===== src/rtl/i2c_rx_pkg.sv =====
package i2c_rx_pkg;

    typedef enum logic [2:0] {
        ST_IDLE,
        ST_ADDR,
        ST_ADDR_ACK,
        ST_DATA,
        ST_DATA_ACK,
        ST_SKIP
    } rx_state_e;

    localparam int unsigned BYTE_BITS = 8;

endpackage


===== src/rtl/i2c_rx_glitch.sv =====
module i2c_rx_glitch #(
    parameter int unsigned FILT_LEN    = 4,
    parameter int unsigned SYNC_STAGES = 2
) (
    input  logic clk,
    input  logic rst_n,
    input  logic raw_i,
    output logic clean_o
);
    localparam int unsigned CNT_W = $clog2(FILT_LEN + 1);
    localparam int unsigned TOP   = SYNC_STAGES - 1;

    typedef struct packed {
        logic [SYNC_STAGES-1:0] sync;
        logic [CNT_W-1:0]       run;
        logic                   level;
    } flt_t;

    flt_t flt_d, flt_q;

    always_comb begin
        flt_d      = flt_q;
        flt_d.sync = {flt_q.sync[SYNC_STAGES-2:0], raw_i};
        if (flt_q.sync[TOP] != flt_q.level) begin
            if (flt_q.run == CNT_W'(FILT_LEN - 1)) begin
                flt_d.level = flt_q.sync[TOP];
                flt_d.run   = '0;
            end else begin
                flt_d.run = flt_q.run + CNT_W'(1);
            end
        end else begin
            flt_d.run = '0;
        end
    end

    always_ff @(posedge clk or negedge rst_n) begin
        if (!rst_n) begin
            flt_q.sync  <= '1;
            flt_q.run   <= '0;
            flt_q.level <= 1'b1;
        end else begin
            flt_q <= flt_d;
        end
    end

    assign clean_o = flt_q.level;


    level_follows_sync_chk: assert property (@(posedge clk) disable iff (!rst_n)
        (flt_q.level != $past(flt_q.level)) |-> ($past(flt_q.sync[TOP]) == flt_q.level));

endmodule


===== src/rtl/i2c_rx_cond.sv =====
module i2c_rx_cond (
    input  logic clk,
    input  logic rst_n,
    input  logic scl_i,
    input  logic sda_i,
    output logic start_o,
    output logic stop_o,
    output logic rise_o,
    output logic fall_o
);
    typedef struct packed {
        logic scl;
        logic sda;
    } prev_t;

    prev_t prev_d, prev_q;

    always_comb begin
        prev_d.scl = scl_i;
        prev_d.sda = sda_i;
    end

    always_ff @(posedge clk or negedge rst_n) begin
        if (!rst_n) begin
            prev_q <= '{scl: 1'b1, sda: 1'b1};
        end else begin
            prev_q <= prev_d;
        end
    end

    always_comb begin
        start_o = scl_i & prev_q.scl & prev_q.sda & ~sda_i;
        stop_o  = scl_i & prev_q.scl & ~prev_q.sda & sda_i;
        rise_o  = scl_i & ~prev_q.scl;
        fall_o  = ~scl_i & prev_q.scl;
    end

endmodule


===== src/rtl/i2c_rx_fsm.sv =====
module i2c_rx_fsm
    import i2c_rx_pkg::*;
#(
    parameter logic [6:0]  DEV_ADDR = 7'h52,
    parameter int unsigned IDX_W    = 4
) (
    input  logic             clk,
    input  logic             rst_n,
    input  logic             start_i,
    input  logic             stop_i,
    input  logic             rise_i,
    input  logic             fall_i,
    input  logic             sda_i,
    output logic             pull_o,
    output logic             vld_o,
    output logic [7:0]       data_o,
    output logic [IDX_W-1:0] idx_o
);
    typedef struct packed {
        rx_state_e        state;
        logic [7:0]       shreg;
        logic [3:0]       bits;
        logic             ack;
        logic [IDX_W-1:0] idx;
        logic             vld;
        logic [7:0]       data;
        logic [IDX_W-1:0] out_idx;
    } fsm_t;

    fsm_t fsm_d, fsm_q;

    always_comb begin
        fsm_d     = fsm_q;
        fsm_d.vld = 1'b0;
        if (stop_i) begin
            fsm_d.state = ST_IDLE;
            fsm_d.ack   = 1'b0;
        end else if (start_i) begin
            fsm_d.state = ST_ADDR;
            fsm_d.bits  = '0;
            fsm_d.ack   = 1'b0;
            fsm_d.idx   = '0;
        end else begin
            case (fsm_q.state)
                ST_ADDR, ST_DATA: begin
                    if (rise_i && fsm_q.bits != 4'(BYTE_BITS)) begin
                        fsm_d.shreg = {fsm_q.shreg[6:0], sda_i};
                        fsm_d.bits  = fsm_q.bits + 4'd1;
                    end
                    if (fall_i && fsm_q.bits == 4'(BYTE_BITS)) begin
                        if (fsm_q.state == ST_ADDR) begin
                            if (fsm_q.shreg[7:1] == DEV_ADDR && !fsm_q.shreg[0]) begin
                                fsm_d.ack   = 1'b1;
                                fsm_d.state = ST_ADDR_ACK;
                            end else begin
                                fsm_d.state = ST_SKIP;
                            end
                        end else begin
                            fsm_d.ack     = 1'b1;
                            fsm_d.state   = ST_DATA_ACK;
                            fsm_d.vld     = 1'b1;
                            fsm_d.data    = fsm_q.shreg;
                            fsm_d.out_idx = fsm_q.idx;
                            fsm_d.idx     = fsm_q.idx + IDX_W'(1);
                        end
                    end
                end
                ST_ADDR_ACK, ST_DATA_ACK: begin
                    if (fall_i) begin
                        fsm_d.ack   = 1'b0;
                        fsm_d.state = ST_DATA;
                        fsm_d.bits  = '0;
                    end
                end
                default: ;
            endcase
        end
    end

    always_ff @(posedge clk or negedge rst_n) begin
        if (!rst_n) begin
            fsm_q <= '{state: ST_IDLE, shreg: '0, bits: '0, ack: 1'b0,
                       idx: '0, vld: 1'b0, data: '0, out_idx: '0};
        end else begin
            fsm_q <= fsm_d;
        end
    end

    assign pull_o = fsm_q.ack;
    assign vld_o  = fsm_q.vld;
    assign data_o = fsm_q.data;
    assign idx_o  = fsm_q.out_idx;


    pull_only_in_ack_chk: assert property (@(posedge clk) disable iff (!rst_n)
        fsm_q.ack |-> (fsm_q.state == ST_ADDR_ACK || fsm_q.state == ST_DATA_ACK));


    ack_hold_chk: assert property (@(posedge clk) disable iff (!rst_n)
        (fsm_q.ack && !fall_i && !stop_i && !start_i) |=> fsm_q.ack);


    strobe_single_chk: assert property (@(posedge clk) disable iff (!rst_n)
        fsm_q.vld |=> !fsm_q.vld);


    idx_clear_chk: assert property (@(posedge clk) disable iff (!rst_n)
        start_i |=> (fsm_q.idx == '0));


    no_strobe_after_stop_chk: assert property (@(posedge clk) disable iff (!rst_n)
        stop_i |=> !fsm_q.vld);


    skip_silent_chk: assert property (@(posedge clk) disable iff (!rst_n)
        (fsm_q.state == ST_SKIP) |-> !fsm_q.ack);

endmodule


===== src/rtl/i2c_rx_slave.sv =====
module i2c_rx_slave #(
    parameter logic [6:0]  DEV_ADDR    = 7'h52,
    parameter int unsigned FILT_LEN    = 4,
    parameter int unsigned SYNC_STAGES = 2,
    parameter int unsigned IDX_W       = 4
) (
    input  logic             clk,
    input  logic             rst_n,
    input  logic             scl_i,
    input  logic             sda_i,
    output logic             sda_pull_o,
    output logic             byte_vld_o,
    output logic [7:0]       byte_data_o,
    output logic [IDX_W-1:0] byte_idx_o
);
    localparam int unsigned N_LINES = 2;

    logic [N_LINES-1:0] raw;
    logic [N_LINES-1:0] clean;
    logic start, stop, rise, fall;

    assign raw = {sda_i, scl_i};

    for (genvar g = 0; g < N_LINES; g++) begin : g_line
        i2c_rx_glitch #(
            .FILT_LEN   (FILT_LEN),
            .SYNC_STAGES(SYNC_STAGES)
        ) u_flt (
            .clk    (clk),
            .rst_n  (rst_n),
            .raw_i  (raw[g]),
            .clean_o(clean[g])
        );
    end

    i2c_rx_cond u_cond (
        .clk    (clk),
        .rst_n  (rst_n),
        .scl_i  (clean[0]),
        .sda_i  (clean[1]),
        .start_o(start),
        .stop_o (stop),
        .rise_o (rise),
        .fall_o (fall)
    );

    i2c_rx_fsm #(
        .DEV_ADDR(DEV_ADDR),
        .IDX_W   (IDX_W)
    ) u_fsm (
        .clk    (clk),
        .rst_n  (rst_n),
        .start_i(start),
        .stop_i (stop),
        .rise_i (rise),
        .fall_i (fall),
        .sda_i  (clean[1]),
        .pull_o (sda_pull_o),
        .vld_o  (byte_vld_o),
        .data_o (byte_data_o),
        .idx_o  (byte_idx_o)
    );

endmodule


===== config.mk =====
export PLATFORM = sky130hd
export DESIGN_NAME = i2c_rx_slave
export DESIGN_NICKNAME = d
export VERILOG_FILES = /design/src/rtl/i2c_rx_pkg.sv /design/src/rtl/i2c_rx_glitch.sv /design/src/rtl/i2c_rx_cond.sv /design/src/rtl/i2c_rx_fsm.sv /design/src/rtl/i2c_rx_slave.sv
export SDC_FILE = /design/constraint.sdc
export NUM_CORES = 1
export LEC_CHECK = 0
export ABC_AREA = 0
export BUFFER_PORTS_ARGS = -buffer_cell sky130_fd_sc_hd__buf_2
export CAP_MARGIN = 20
export CELL_PAD_IN_SITES_DETAIL_PLACEMENT = 1
export CELL_PAD_IN_SITES_GLOBAL_PLACEMENT = 1
export CORE_MARGIN = 8
export CORE_UTILIZATION = 45
export DETAILED_ROUTE_END_ITERATION = 8
export GPL_TIMING_DRIVEN = 0
export PLACE_DENSITY_LB_ADDON = 0.1
export SYNTH_ARGS = -nofsm -noshare
export SYNTH_HDL_FRONTEND = slang
export SYNTH_SLANG_ARGS = --single-unit
export TNS_END_PERCENT = 20

===== constraint.sdc =====
create_clock -name clk -period 4.2 [get_ports clk]
set_input_delay 0.84 -clock clk [delete_from_list [all_inputs] [get_ports clk]]
set_output_delay 0.84 -clock clk [all_outputs]
set_load 0.05 [all_outputs]

==> results.cfg, run 1 <==
[worst_setup_path]
r2r_slack_ns = 2.05
end_kind = register
cp_top_family = simple AND/OR/NAND/NOR gates
worstReg2RegStart = u_fsm.fsm_q[18]
cpPeakStageDelay_ns = 0.52
crit_start = u_fsm.fsm_q[18]
slowest_stage = or4b_4
cp.arrival_ns = 2.32
critPathBufInv = 3
path_class = reg -> reg
required_ns = 4.37
critPathLaunchType = register
crit_path_max_fanout = 10
path_cells = inv_1 > ha_1 > and3b_2 > or4b_4 > buf_6 > buf_8 > a22oi_1 > o32ai_1

[placed_design]
dpl_cell_area_mm2 = 0.00228
portBuffers = 17
dp_cells = 246
gp_congestion = 0.830
dp_hpwl_um = 2790

[synth]
ys_seq_area_frac = 0.557
syn_area_mm2 = 0.00213
synth.area.top_cells = dfrtp_1 (46%), mux2_2 (11%), dfstp_2 (9.9%), buf_4 (4.2%), ha_1 (2.9%)
avgSynthCellArea_um2 = 12.2
synth_ff_type = dfrtp_1
yosysTopAreaCellShare = 0.458
yosys_warnings = 0
synth_edf_count = 0
syn-num-nets = 184
synthCells = 175
synth_seq_cells = 47
synthArstFlopShare = 1.00
yosysTopAreaCell = dfrtp_1
synth_cell_types = 42

[timing]
worst_pin_slew_ns = 0.478
finalCriticalPeriod_ns = 2.15
timing.hold.ws_ns = 0.359
slew_headroom = 0.681
final.setup.tns_ns = 0
hold_violations = 0
slew_viol_final = 0
finalClockSkew_ns = 0.00550
rsz0062_at_grt = no
finalSetupViolCount = 0
max_freq_ghz = 0.465
period_share = 0.512

[cts]
cts_hold_buffers = 0
cts-root-buf = clkbuf_8
clkLatencyLatePin_ns = 0.29
postCtsResizedCells = 0
htree_levels = 2
cts_made_buffers = 5
path_clk_slew_ns = 0.08
post_cts_buffers = 0
cts_tree = done
clock_sinks = 47
clock_path_buffers = 2

[floorplanning]
start_util = 0.460
die_h_um = 84.8
ios = 18
core_mm2 = 0.00463
die_w_um = 84.8
fp-row-count = 25
die_area_mm2 = 0.00719

[route]
vias_per_cell = 5.37
ant_nets = 0
drt_first_pass_iters = 4
drt_first_iter_violations = 32
drt-wirelength-per-cell_um = 15.4
vias = 1369
routed_wl_um = 3920
drcViolationCount = 0

[global_route]
grt_pass1_vias = 1488
grt_max_degree = 48
antenna_found_initial = 0
grt_use_total = 0.119
grt-ovfl-total = 0
grt_pass1_wl_um = 6880

[final_layout]
layout_common_cells = dfrtp_1 (39), mux2_2 (20), buf_2 (19), buf_4 (12), inv_1 (10)
multi_input_area_um2 = 772
design_area_mm2 = 0.00240
drive_above_1_share = 0.363
layout_commonest_cell = dfrtp_1
fillers = 504
diodes = 0
nNetsFinal = 209
finalNonFillerCells = 255
area_delta_synth_final_pct = 12.6
regArea_mm2 = 0.00119

[pwr]
power_density_mw_per_mm2 = 477
ir_worst_vdd_mv = 0.253
p_leak_nw = 1.17
p_total_mw = 1.14

[job]
drv_cap = 0

[min_path]
hold_start = g_line[0].u_flt.flt_d[5]
hp-class = reg -> reg

[status]
outcome = finished, final reports clean
## sequential cells by signal, summed over array words and instances, names as in the netlist
| register | count |
|---|---|
| u_fsm.fsm_q | 19 |
| g_line.u_flt.flt_q | 8 |
| u_fsm.data_o | 8 |
| u_fsm.idx_o | 4 |
| g_line.u_flt.clean_o | 2 |
| g_line.u_flt.flt_d | 2 |
| u_cond.prev_q | 2 |
| u_fsm.pull_o | 1 |
| u_fsm.vld_o | 1 |
## through the flow
| step | setup WS, ns | utilization |
|---|---|---|
| after floorplan | 2.23 | - |
| after CTS | 2.05 | 0.514 |
| after detailed placement | 2.06 | 0.493 |
| after global routing | 1.93 | 0.518 |
| after global placement | 2.14 | 0.493 |
| final | 2.05 | 0.518 |
## synth_stat cells (3+ instances only)
cell type  number
inv_1          10
a21oi_1         4
dfrtp_1        39
nand3_1         8
nor2b_1         6
o21ai_0         9
nor3_1          3
dfstp_2         8
nand2_1         8
ha_1            5
nor3b_1         4
mux2_2         20
o21a_1          3
buf_4          12
## per-layer routing
metal	vias to the layer above	part of all wire	GRT usage
li1	650	-	-
met3	5	0.045	0.0390
met4	0	0.011	0.0485
met2	22	0.48	0.199
met1	692	0.46	0.135
met5	-	0	0
## report_power, final
group	switching, mW	internal, mW	total [mW]
clock network	0.144	0.135	0.279
registers	0.0607	0.535	0.596
logic	0.145	0.124	0.269
## path summary, 6_finish.rpt
check                                      endpoint  cells past startpoint
hold reg to reg            g_line[0].u_flt.flt_q[5]                      0
hold / removal             g_line[0].u_flt.flt_q[5]                      0
min in group asynchronous           u_fsm.fsm_q[14]                      1
setup / recovery                    u_fsm.fsm_q[21]                      8
setup reg to reg                    u_fsm.fsm_q[21]                      8
max in group asynchronous   g_line[1].u_flt.clean_o                      2
## area by class of cell
type	instances	share of cell area
multi-input combinational	100	0.322
sequential	47	0.495
buffer	18	0.0558
tap	54	0.0282
clock buffer	7	0.0360
inverter	10	0.0157
clock inverter	1	0.00365
timing repair buffer	18	0.0438
## cell families after synthesis
logic type | Yosys count | synth area share
adder cells (fa/ha/maj) | 5 | 0.0294
buffers and inverters | 28 | 0.0805
multiplexers | 20 | 0.106
XOR/XNOR | 4 | 0.0165
AND/OR/NAND/NOR | 43 | 0.123
flip-flops | 47 | 0.557
AO/OA/AOI/OAI | 28 | 0.0875
No activity file was read; power rests on OpenSTA's default activity.
==> run 2: changes to the inputs <==
--- a/config.mk
+++ b/config.mk
@@ -5,7 +5,7 @@
 export SDC_FILE = /design/constraint.sdc
 export NUM_CORES = 1
 export LEC_CHECK = 0
-export ABC_AREA = 0
+export ABC_AREA = 1
 export BUFFER_PORTS_ARGS = -buffer_cell sky130_fd_sc_hd__buf_2
 export CAP_MARGIN = 20
 export CELL_PAD_IN_SITES_DETAIL_PLACEMENT = 1
==> constraint.sdc (replaced) <==
create_clock -name clk -period 2 [get_ports clk]
set_input_delay 0.4 -clock clk [delete_from_list [all_inputs] [get_ports clk]]
set_output_delay 0.4 -clock clk [all_outputs]
set_load 0.05 [all_outputs]
==> run 2 against run 1 <==
Global-route usage up 1.3 points. Synthesized cell count increased by 43%. Flip-flop and latch count stayed put. Final area rose by 5.2%. Critical path depth increased by 2. Sequential share of layout area is 2.4 points lower. First-iteration DRC count increased by 110%. Sequential power rose by 110%. Maximum frequency is 26% higher. Utilization up 1.2 points. Clock skew is 0.0011 ns higher. Register-to-register slack got worse by 1.8 ns.
==> results.cfg, run 2 <==
[status]
outcome = finished, final reports clean

[route]
vias = 1633
drt_first_iter_violations = 67
drcViolationCount = 0
ant_nets = 0
drt_first_pass_iters = 4
drt-wirelength-per-cell_um = 12.9
routed_wl_um = 4440
vias_per_cell = 4.76

[placed_design]
gp_congestion = 0.784
dp_hpwl_um = 3230
dpl_cell_area_mm2 = 0.00240
dp_slack_ns = 0.281
dp_cells = 334
portBuffers = 17

[floorplanning]
fp-row-count = 25
start_util = 0.470
core_mm2 = 0.00475
die_w_um = 86.5
die_h_um = 86.5
die_area_mm2 = 0.00748
ios = 18

[timing]
finalSetupViolCount = 0
worst_slack_ns = 0.294
max_freq_ghz = 0.586
rsz0062_at_grt = no
slew_viol_final = 0
hold_violations = 0
slew_headroom = 0.616
worst_pin_slew_ns = 0.576
finalCriticalPeriod_ns = 1.71
final.setup.tns_ns = 0
finalClockSkew_ns = 0.00664
period_share = 0.853

[global_route]
antenna_found_initial = 0
grt_use_total = 0.132
grt_pass1_vias = 1688
grt_max_degree = 48
grt-ovfl-total = 0
grt_pass1_wl_um = 7830

[cts]
clock_path_buffers = 2
cts_made_buffers = 5
post_cts_buffers = 0
cts_tree = done
postCtsResizedCells = 0
clock_sinks = 47
clkLatencyLatePin_ns = 0.30
cts_hold_buffers = 0
path_clk_slew_ns = 0.09
htree_levels = 2
cts-root-buf = clkbuf_8

[synth]
synth_edf_count = 0
synth_cell_types = 29
synthArstFlopShare = 1.00
synth_common_cells = nand2_1 (62), dfrtp_1 (39), inv_1 (28)
yosysTopAreaCell = dfrtp_1
yosysTopAreaCellShare = 0.436
syn_area_mm2 = 0.00224
synth_seq_cells = 47
synthCells = 250
synth_ff_type = dfrtp_1
synth.area.top_cells = dfrtp_1 (44%), nand2_1 (10%), dfstp_2 (9.4%), o21ai_1 (5.1%), inv_1 (4.7%)
yosys_warnings = 0
avgSynthCellArea_um2 = 8.94
synth.most_common_cell = nand2_1
syn-num-nets = 259
ys_seq_area_frac = 0.530

[job]
drv_cap = 0

[worst_setup_path]
end_kind = register
crit_path_max_fanout = 10
cp.depth = 10
cp_top_family = simple AND/OR/NAND/NOR gates
required_ns = 2.19
reg2regPathDepth = 10
timing.rr.end = u_fsm.idx_o[3]
slowest_stage = dfrtp_1
path_cells = inv_1 > ha_1 > nand2_1 > nor2_1 > nand2_4 > nor2_8 > inv_2 > buf_2 > nand2_1 > o21ai_1
cp.arrival_ns = 1.89
path_class = reg -> reg
r2r_slack_ns = 0.29
cpPeakStageDelay_ns = 0.42
cp_common_cell = nand2_1
critPathLaunchType = register
critPathBufInv = 3
worstReg2RegStart = u_fsm.fsm_q[18]

[pwr]
p_total_mw = 2.86
ir_worst_vdd_mv = 0.622
power_density_mw_per_mm2 = 1130
p_leak_nw = 1.31

[final_layout]
design_area_mm2 = 0.00252
regMostFlops = u_fsm.fsm_q
fillers = 602
layout_commonest_cell = nand2_1
finalNonFillerCells = 343
layout_common_cells = nand2_1 (62), dfrtp_1 (39), inv_1 (28), o21ai_1 (23), nor2_1 (20)
drive_above_1_share = 0.228
multi_input_area_um2 = 811
regArea_mm2 = 0.00119
largest_register_ffs = 19
nNetsFinal = 284
area_delta_synth_final_pct = 12.8
diodes = 0

[min_path]
hp-class = in -> async
-- run 2: how the worst max path moves through the flow --
stage,startpoint,to,slack [ns]
after floorplan,g_line[0].u_flt.clean_o,u_fsm.pull_o,0.52
after global placement,u_fsm.fsm_q[18],u_fsm.data_o[1],0.33
after detailed placement,u_fsm.fsm_q[18],u_fsm.idx_o[3],0.28
after CTS,u_fsm.fsm_q[18],u_fsm.idx_o[3],0.26
after global routing,u_fsm.fsm_q[18],u_fsm.fsm_q[15],0.10
final,u_fsm.fsm_q[18],u_fsm.idx_o[3],0.29
-- run 2: layer usage --
layer,up-vias,GRT usage,part of all wire
met5,-,0,0
met2,24,0.210,0.45
met4,0,0.0563,0.015
met1,771,0.162,0.50
met3,6,0.0369,0.041
li1,832,-,-
-- run 2: cell type report --
cell class / instances / share of cell area
clock buffers: 6 / 0.0288
plain buffers: 16 / 0.0471
multi-input cells: 155 / 0.322
repair buffers: 18 / 0.0447
clock inverters: 2 / 0.00645
flip-flops and latches: 47 / 0.470
well taps: 67 / 0.0333
inverters: 32 / 0.0476
-- run 2: cells by family (layout without fill, tap and decap cells) --
logic type	Yosys count	in the layout	share of synthesized area
XOR/XNOR	5	5	0.0196
buffers and inverters	48	74	0.107
multiplexers	2	2	0.00951
adder cells (fa/ha/maj)	5	5	0.0280
AO/OA/AOI/OAI	28	28	0.0627
flip-flops	47	47	0.530
AND/OR/NAND/NOR	115	115	0.243
-- run 2: power by group --
group          switching [mW]  total [mW]  internal [mW]
registers               0.134        1.28           1.14
clock network           0.328       0.580          0.251
logic                   0.662       0.999          0.337
-- run 2: worst reg2reg max path, cell delays in order (launching register included) --
cell and delay, ns:
dfrtp_1 0.42, inv_1 0.09, ha_1 0.17, nand2_1 0.06, nor2_1 0.17, nand2_4 0.12, nor2_8 0.14, inv_2 0.09
buf_2 0.19, nand2_1 0.07, o21ai_1 0.06
-- run 2: stage by stage --
stage,util,hold WS [ns]
2_1_floorplan,-,0.104
3_3_place_gp,0.506,0.347
3_5_place_dp,0.506,0.348
4_1_cts,0.524,0.179
5_1_grt,0.530,0.117
6_report,0.530,0.0854
==> run 3: changes to the inputs <==
--- a/config.mk
+++ b/config.mk
@@ -17,5 +17,6 @@
 export PLACE_DENSITY_LB_ADDON = 0.1
 export SYNTH_ARGS = -nofsm -noshare
 export SYNTH_HDL_FRONTEND = slang
+export SYNTH_HIERARCHICAL = 1
 export SYNTH_SLANG_ARGS = --single-unit
 export TNS_END_PERCENT = 20
==> constraint.sdc (replaced) <==
create_clock -name clk -period 2 [get_ports clk]
set_input_delay 0.1 -clock clk [delete_from_list [all_inputs] [get_ports clk]]
set_output_delay 0.1 -clock clk [all_outputs]
set_load 0.05 [all_outputs]
==> run 3 against run 2 <==
Synthesized cell count grew 18%. Critical path depth grew 1. Worst hold slack gained 0.17 ns. Largest power group unchanged. Global-route usage shrank 0.30 points. Sequential power grew 7%. Register-to-register slack lost 0.07 ns. Wire length grew 6.3%. Largest cell class unchanged. Power grew 18%. Count of clock-buffer cells in the layout shrank 1. Worst setup slack lost 0.069 ns. Final cell count grew 15%.
==> results.cfg, run 3 <==
[status]
outcome = finished, final reports clean

[worst_setup_path]
path_class = reg -> reg
critPathLaunchType = register
cp_common_cell = nand2_1
required_ns = 2.21
end_kind = register
crit_path_max_fanout = 10
cpPeakStageDelay_ns = 0.60
cp.arrival_ns = 1.98
slowest_stage = dfstp_2
path_cells = inv_1 > nand2_1 > nor2_1 > buf_4 > nor2_4 > inv_2 > nor2_8 > nand3_4 > buf_6 > nand2_1 > o21ai_2

[route]
routed_wl_um = 4720
vias_per_cell = 4.54
drt_first_iter_violations = 55
drt_first_pass_iters = 4
drt-wirelength-per-cell_um = 11.9
vias = 1795
drcViolationCount = 0
ant_nets = 0

[synth]
synth.area.top_cells = dfrtp_1 (40%), nand2_1 (10%), inv_1 (8.7%), dfstp_2 (8.5%), buf_4 (3.7%)
synth_seq_cells = 47
synthCells = 294
yosysTopAreaCellShare = 0.396
synthArstFlopShare = 1.00
avgSynthCellArea_um2 = 8.38
synth_cell_types = 29
synth_ff_type = dfrtp_1
ys_seq_area_frac = 0.481
yosys_warnings = 6
syn-num-nets = 303
syn_area_mm2 = 0.00246
synth_edf_count = 0
synth_common_cells = nand2_1 (66), inv_1 (57), dfrtp_1 (39)
synth.most_common_cell = nand2_1
yosysTopAreaCell = dfrtp_1

[pwr]
power_density_mw_per_mm2 = 1200
p_leak_nw = 1.61
ir_worst_vdd_mv = 0.576

[final_layout]
layout_common_cells = nand2_1 (66), inv_1 (57), dfrtp_1 (39), nor2_1 (22), buf_2 (17)
drive_above_1_share = 0.257
area_delta_synth_final_pct = 14.0
regMostFlops = u_fsm/fsm_q
largest_register_ffs = 19
layout_commonest_cell = nand2_1
design_area_mm2 = 0.00281
nNetsFinal = 331
diodes = 0
fillers = 679

[cts]
cts_made_buffers = 5
cts_tree = done
clock_sinks = 47
clkLatencyLatePin_ns = 0.31
cts-root-buf = clkbuf_8
clock_path_buffers = 2
htree_levels = 2
post_cts_buffers = 0
path_clk_slew_ns = 0.09

[global_route]
grt_use_total = 0.129
grt-ovfl-total = 0
antenna_found_initial = 0
grt.met3_usage = 0.0382
grt_pass1_vias = 1953
busiest_layer = met2
grt_max_degree = 48
use_met1 = 0.146
grt_pass1_wl_um = 8740
grtUsageMet2 = 0.226

[timing]
rsz0062_at_grt = no
worst_pin_slew_ns = 0.451
final.setup.tns_ns = 0
finalCriticalPeriod_ns = 1.78
max_freq_ghz = 0.563
slew_headroom = 0.698
hold_violations = 0
slew_viol_final = 0
period_share = 0.888
finalSetupViolCount = 0
finalClockSkew_ns = 0.0105

[floorplanning]
die_h_um = 90.0
die_w_um = 90.0
fp-row-count = 27
ios = 18
core_mm2 = 0.00541
die_area_mm2 = 0.00810
start_util = 0.456

[job]
drv_cap = 0

[placed_design]
dp_hpwl_um = 3450
gp_congestion = 0.789
portBuffers = 17
dpl_cell_area_mm2 = 0.00264

[min_path]
hp-class = in -> async
-- run 3: cell type report --
class,instances,area [um^2],share of cell area
Tap cell,72,90.1,0.0321
Clock buffer,5,68.8,0.0245
Timing Repair Buffer,21,135,0.0481
Buffer,16,131,0.0468
Sequential cell,47,1190,0.422
Inverter,61,229,0.0816
Clock inverter,3,42.5,0.0152
Multi-Input combinational cell,170,925,0.329
-- run 3: report_power, final --
group          internal (mW)  switching (mW)  total [mW]
combinational          0.437           0.848        1.29
sequential              1.19           0.173        1.37
clock                  0.373           0.341       0.714
-- run 3: what timing repair did --
action / 4_1_cts / 5_1_grt
hold buffers: 2 / 1
hold endpoints to repair: 2 / 13
endpoints found under the setup margin: 0 / 7
gates resized for setup: 0 / 4
-- run 3: stage by stage --
step                      cells   util  hold WS [ns]  worst slack, ns  power [mW]
after floorplan             294      -        -0.196            0.365        2.37
after global placement      383  0.488         0.205            0.132        2.61
after detailed placement    383  0.488         0.207           0.0901        2.67
after CTS                   393  0.513        0.0182           0.0801        3.39
after global routing        395  0.519         0.308           0.0176        3.65
final                       395  0.519         0.254            0.224        3.37
-- run 3: critical path, delay by kind of cell, from the launching register on --
family / cells / cell delay (ns)
buf+inv: 4 / 0.48
flops: 1 / 0.60
compound gates: 1 / 0.05
simple gates: 6 / 0.54
-- run 3: path summary, 6_finish.rpt --
| path | start | to | slack (ns) | depth (start not counted) |
|---|---|---|---|---|
| max | g_line[1].u_flt/clean_o | u_fsm/fsm_q[26] | 0.22 | 11 |
| min | rst_n | u_fsm/fsm_q[19] | 0.25 | 2 |
| max reg2reg | g_line[1].u_flt/clean_o | u_fsm/fsm_q[26] | 0.22 | 11 |
| min reg2reg | g_line[0].u_flt/flt_d[5] | g_line[0].u_flt/flt_q[5] | 0.36 | 0 |
| max in group asynchronous | rst_n | g_line[0].u_flt/clean_o | 1.17 | 3 |
| min in group clk | g_line[0].u_flt/flt_d[5] | g_line[0].u_flt/flt_q[5] | 0.36 | 0 |
-- run 3: cells by family (layout without fill, tap and decap cells) --
kind of cell             after synthesis  in the layout  share of synthesized area
flip-flops                            47             47                      0.481
AND/OR/NAND/NOR                      129            129                      0.254
buffers and inverters                 77            106                      0.145
AO/OA/AOI/OAI                         32             32                     0.0797
XOR/XNOR                               4              4                     0.0142
adder cells (fa/ha/maj)                5              5                     0.0254
-- run 3: per-layer routing --
| metal | vias up | share of wire |
|---|---|---|
| met4 | 0 | 0.014 |
| met1 | 842 | 0.46 |
| li1 | 929 | - |
| met5 | - | 0 |
| met3 | 5 | 0.040 |
| met2 | 19 | 0.49 |
